**src/rtl/instream_ctl.sv**
```systemverilog
module instream_ctl #(
  parameter int DW    = 16,
  parameter int DEPTH = 16
) (
  input  logic          clk,
  input  logic          rst_n,
  input  logic          reg_wr,
  input  logic [31:0]   reg_wdata,
  output logic [31:0]   reg_rdata,
  input  logic          desc_load,
  input  logic          desc_err,
  input  logic          buf_end,
  input  logic          buf_ioc,
  input  logic          smp_valid,
  input  logic [DW-1:0] smp_data,
  input  logic          fifo_rd,
  output logic [DW-1:0] fifo_dout,
  output logic          fifo_empty,
  output logic          run_o,
  output logic          irq
);
  localparam int AW = (DEPTH > 1) ? $clog2(DEPTH) : 1;
  localparam int CW = $clog2(DEPTH + 1);

  logic          srst_q, run_q, ie_done_q, ie_ovf_q, ie_derr_q;
  logic [1:0]    stripe_q;
  logic          prio_q, dir_q;
  logic [3:0]    sid_q;
  logic          ready_q, derr_q, ovf_q, done_q;
  logic [DW-1:0] mem [DEPTH];
  logic [AW-1:0] wr_ptr, rd_ptr;
  logic [CW-1:0] cnt;

  wire full     = (cnt == CW'(DEPTH));
  wire push_req = smp_valid & run_q & ~srst_q;
  wire push_ok  = push_req & ~full;
  wire ovf_hit  = push_req & full;
  wire pop_ok   = fifo_rd & ~fifo_empty & ~srst_q;
  wire done_hit = buf_end & buf_ioc;

  wire derr_n = desc_err | (derr_q & ~(reg_wr & reg_wdata[28]));
  wire ovf_n  = ovf_hit  | (ovf_q  & ~(reg_wr & reg_wdata[27]));
  wire done_n = done_hit | (done_q & ~(reg_wr & reg_wdata[26]));
  wire run_n  = (reg_wr ? reg_wdata[1] : run_q) & ~derr_n;

  function automatic logic [AW-1:0] bump(input logic [AW-1:0] p);
    return (p == AW'(DEPTH - 1)) ? '0 : p + 1'b1;
  endfunction

  always_ff @(posedge clk or negedge rst_n) begin
    if (!rst_n) begin
      srst_q <= 1'b0; ie_done_q <= 1'b0; ie_ovf_q <= 1'b0; ie_derr_q <= 1'b0;
      stripe_q <= 2'd0; prio_q <= 1'b1; dir_q <= 1'b0; sid_q <= 4'd0;
    end else if (reg_wr) begin
      srst_q    <= reg_wdata[0];
      ie_done_q <= reg_wdata[2];
      ie_ovf_q  <= reg_wdata[3];
      ie_derr_q <= reg_wdata[4];
      stripe_q  <= reg_wdata[17:16];
      prio_q    <= reg_wdata[18];
      dir_q     <= reg_wdata[19];
      sid_q     <= reg_wdata[23:20];
    end
  end

  always_ff @(posedge clk or negedge rst_n) begin
    if (!rst_n) begin
      run_q <= 1'b0; ready_q <= 1'b0; derr_q <= 1'b0; ovf_q <= 1'b0; done_q <= 1'b0;
      wr_ptr <= '0; rd_ptr <= '0; cnt <= '0;
    end else if (srst_q) begin
      run_q <= 1'b0; ready_q <= 1'b0; derr_q <= 1'b0; ovf_q <= 1'b0; done_q <= 1'b0;
      wr_ptr <= '0; rd_ptr <= '0; cnt <= '0;
    end else begin
      run_q   <= run_n;
      derr_q  <= derr_n;
      ovf_q   <= ovf_n;
      done_q  <= done_n;
      ready_q <= ~desc_err & (desc_load | ready_q);
      if (push_ok) wr_ptr <= bump(wr_ptr);
      if (pop_ok)  rd_ptr <= bump(rd_ptr);
      cnt <= cnt + CW'(push_ok) - CW'(pop_ok);
    end
  end

  always_ff @(posedge clk) begin
    if (push_ok) mem[wr_ptr] <= smp_data;
  end

  assign fifo_empty = (cnt == '0);
  assign fifo_dout  = mem[rd_ptr];
  assign run_o      = run_q;
  assign irq        = (done_q & ie_done_q) | (ovf_q & ie_ovf_q) | (derr_q & ie_derr_q);
  assign reg_rdata  = {2'b00, ready_q, derr_q, ovf_q, done_q, 2'b00, sid_q, dir_q, prio_q,
                       stripe_q, 11'd0, ie_derr_q, ie_ovf_q, ie_done_q, run_q, srst_q};

  p_derr_halts_r4: assert property (@(posedge clk) disable iff (!rst_n)
    derr_q |-> !run_q);
  p_drop_on_full_r5: assert property (@(posedge clk) disable iff (!rst_n)
    (ovf_hit && !pop_ok) |=> (cnt == $past(cnt)) && ovf_q);
  p_set_beats_clear_r8: assert property (@(posedge clk) disable iff (!rst_n)
    (done_hit && !srst_q) |=> done_q);
  p_irq_source_r9: assert property (@(posedge clk) disable iff (!rst_n)
    irq |-> (done_q || ovf_q || derr_q));
  p_flush_r10: assert property (@(posedge clk) disable iff (!rst_n)
    srst_q |=> (cnt == '0) && !run_q && !ready_q && !derr_q && !ovf_q && !done_q);
  p_no_overflow_r11: assert property (@(posedge clk) disable iff (!rst_n)
    cnt <= CW'(DEPTH));
endmodule

```
**config.mk**
```make
export PLATFORM = sky130hd
export DESIGN_NAME = instream_ctl
export DESIGN_NICKNAME = d
export VERILOG_FILES = /design/src/rtl/instream_ctl.sv
export SDC_FILE = /design/constraint.sdc
export NUM_CORES = 1
export LEC_CHECK = 0
export BUFFER_PORTS_ARGS = -buffer_cell sky130_fd_sc_hd__buf_2
export CAP_MARGIN = 40
export CORE_ASPECT_RATIO = 0.75
export CORE_MARGIN = 3
export CORE_UTILIZATION = 55
export DETAILED_ROUTE_END_ITERATION = 10
export PLACE_DENSITY = 0.73
export SLEW_MARGIN = 20
export SYNTH_ARGS = -nofsm -noshare
export SYNTH_HDL_FRONTEND = slang
export SYNTH_SLANG_ARGS = --single-unit
export TNS_END_PERCENT = 100
```
**constraint.sdc**
```tcl
create_clock -name clk -period 6.8 [get_ports clk]
set_clock_uncertainty 0.05 [all_clocks]
set_input_delay 0 -clock clk [delete_from_list [all_inputs] [get_ports clk]]
set_output_delay 0 -clock clk [all_outputs]
set_load 0.01 [all_outputs]
```
==> run metrics <==
Die Wd 176 um; Slew headroom 0.499; Area contributors post-synth edfxtp_1, dfrtp_1, mux4_2; antenna viol nets, final 0; drt initial violations 654; critical path's slowest cell dfrtp_4; Netlist cell types 50; Worst R2R Path Depth 14; initial antenna violation count 0; final WL 25400 um; final hold slack 30.7 ps; CTS H-Tree Depth 1; Core Rows 45; mapped cell area 11900 sq um; cell total after placement 982; PnR worst setup slack 3470 ps; Syn Area/Cell 18.4 sq um; Peak supply drop 0.000275 V; CTS tree built; Required @ worst endpoint 6750 ps; setup TNS 0 ps; Antenna Cells 0; cells after synthesis 645; Post-synth EDFFs 256; leading cell types in the layout, fill and taps excluded edfxtp_1, buf_2, mux2i_1; GRT overflow 0; most common cell after layout, fill and taps aside edfxtp_1; highest clock rate 301 MHz; starting density of the core 0.573; crit path DAT 3280 ps; Total GRT Usage 0.220; detailed placer's ending HPWL 15700 um; Critical Path End Type primary output; R2R setup slack 3680 ps; first-pass GRT wire length 39100 um; Placed Instance Area 12600 sq um; PD cells 297 nW/um^2; crit path kind flip-flop to primary output; Die Footprint 23400 sq um; CTS max path bufs 3; Fin. Hold Viols 0; r2r endpoint cnt[4]; Worst-Skew Late Latency 530 ps; vias 6356; crit-path leading delay family buffers and inverters; pre-CTS WS 3720 ps; routability cong. 0.759; ratio of cells with drive above 1 in the final layout 0.275; Final Setup Violations 0; Worst Max-Slew Pin Slew 752 ps; area grow syn2layout 18.1%; final std cells w/o fill 1083; CP Max Fanout 42; Core Util, Final 0.677; Power Total 4.16 mW; Main synth FF type edfxtp_1; Reg-to-Reg Start cnt[2]; first drt pass iteration count 5; P_leak 4.91 nW; routed len/inst 23.4 um; core area 20700 sq um; I/O pins 108; number of buffers added on ports 76; CP Buf/Inv Count 3; Vias/cell 5.87; Synth area leader edfxtp_1; Seq/Total Area, Yosys 0.711; CP Launch Type flip-flop; clk sinks 286; Yosys reg bits 286; unrepaired setup endpoints after global routing false; Final Critical Period 3330 ps; DR DRC count 0; max cap viols 0; Num CTS Buffers 28; Tcrit/Tclk final 0.489; worst path cell trace buf_16 -> buf_4 -> mux4_2 -> a22oi_1 -> nand2_1 -> buf_2; run status complete, no violations; clock transition at the registers of the reported paths 60 ps; Layout Nets 850; number of global-route vias before repair 6682; final instance area 14000 sq um; Slew Limit Fails 0; Worst Hold Class input pin to asynchronous set/reset pin; Async S/R FF share, synth 0.105; root buffer cell clkbuf_16; Ys Warns 0; Crit path largest cell delay 700 ps; post-CTS setup buffer count 0; share of the synthesized area in the top cell type 0.647; largest net degree at the start of global routing 43; DIE HEIGHT 133 um
state kept, by name, indices dropped and copies added (netlist names):
register   count
ready_q        1
derr_q         1
srst_q         1
ie_derr_q      1
ie_done_q      1
cnt            5
done_q         1
sid_q          4
ie_ovf_q       1
wr_ptr         4
stripe_q       2
mem          256
dir_q          1
prio_q         1
rd_ptr         4
run_o          1
ovf_q          1
where the power goes:
part           internal (mW)  switching, mW  total (mW)  leakage, nW
sequential              1.94         0.0495        1.99         2.68
clock                  0.886          0.610        1.50        0.436
combinational          0.333          0.340       0.674         1.79
kinds of logic (layout without fill, tap and decap cells):
| logic type | Yosys count | after routing | synth area share |
|---|---|---|---|
| compound gates | 84 | 84 | 0.0668 |
| xor+xnor | 5 | 5 | 0.00369 |
| fa+ha+maj | 12 | 12 | 0.0133 |
| buf+inv | 71 | 213 | 0.0420 |
| flops | 286 | 286 | 0.711 |
| mux | 110 | 110 | 0.128 |
| other cells | 1 | 15 | 0.000316 |
| simple gates | 76 | 76 | 0.0356 |
area by class of cell:
| cell class | instances | area, sq um |
|---|---|---|
| multi-input cells | 302 | 3000 |
| repair buffers | 151 | 1290 |
| clock buffers | 34 | 744 |
| inverters | 12 | 45.0 |
| clock inverters | 16 | 148 |
| well taps | 282 | 353 |
| flip-flops and latches | 286 | 8440 |
| fillers | 1334 | 6690 |
how the worst max path moves through the flow:
stage,slack (ps),startpoint,depth (start not counted),endpoint
6_report,3470,rd_ptr[0],6,fifo_dout[13]
3_3_place_gp,3770,rd_ptr[0],5,fifo_dout[13]
5_1_grt,3260,rd_ptr[0],6,fifo_dout[5]
2_1_floorplan,4040,cnt[3],14,cnt[4]
4_1_cts,3430,rd_ptr[0],6,fifo_dout[13]
3_5_place_dp,3720,cnt[2],14,cnt[4]
per-layer routing:
layer	global-route usage	routed length, um	vias to the layer above
li1	-	-	2817
met1	0.293	10500	3267
met2	0.385	13100	218
met3	0.0368	1290	54
met4	0.0527	561	0
met5	0	0	-
cells in the mapped netlist (all sizes together) (2+ instances only):
cell type / number
dfrtp: 29
a221oi: 32
nand4bb: 2
nor3: 4
nor2: 13
nand3: 3
ha: 11
clkbuf: 8
mux2: 12
mux2i: 66
nor2b: 4
and4: 4
buf: 51
edfxtp: 256
xnor2: 2
a21oi: 8
and2: 15
nor3b: 3
mux4: 32
o21ai: 21
inv: 12
nand2: 23
a22oi: 17
xor2: 3
what timing repair did:
action / in CTS / in global routing
endpoints found under the hold margin: 311 / 0
hold buffers: 51 / 0
resized for setup: 0 / 0
setup endpoints to repair: 0 / 0
Note: power is estimated with default switching activity, not from simulation.
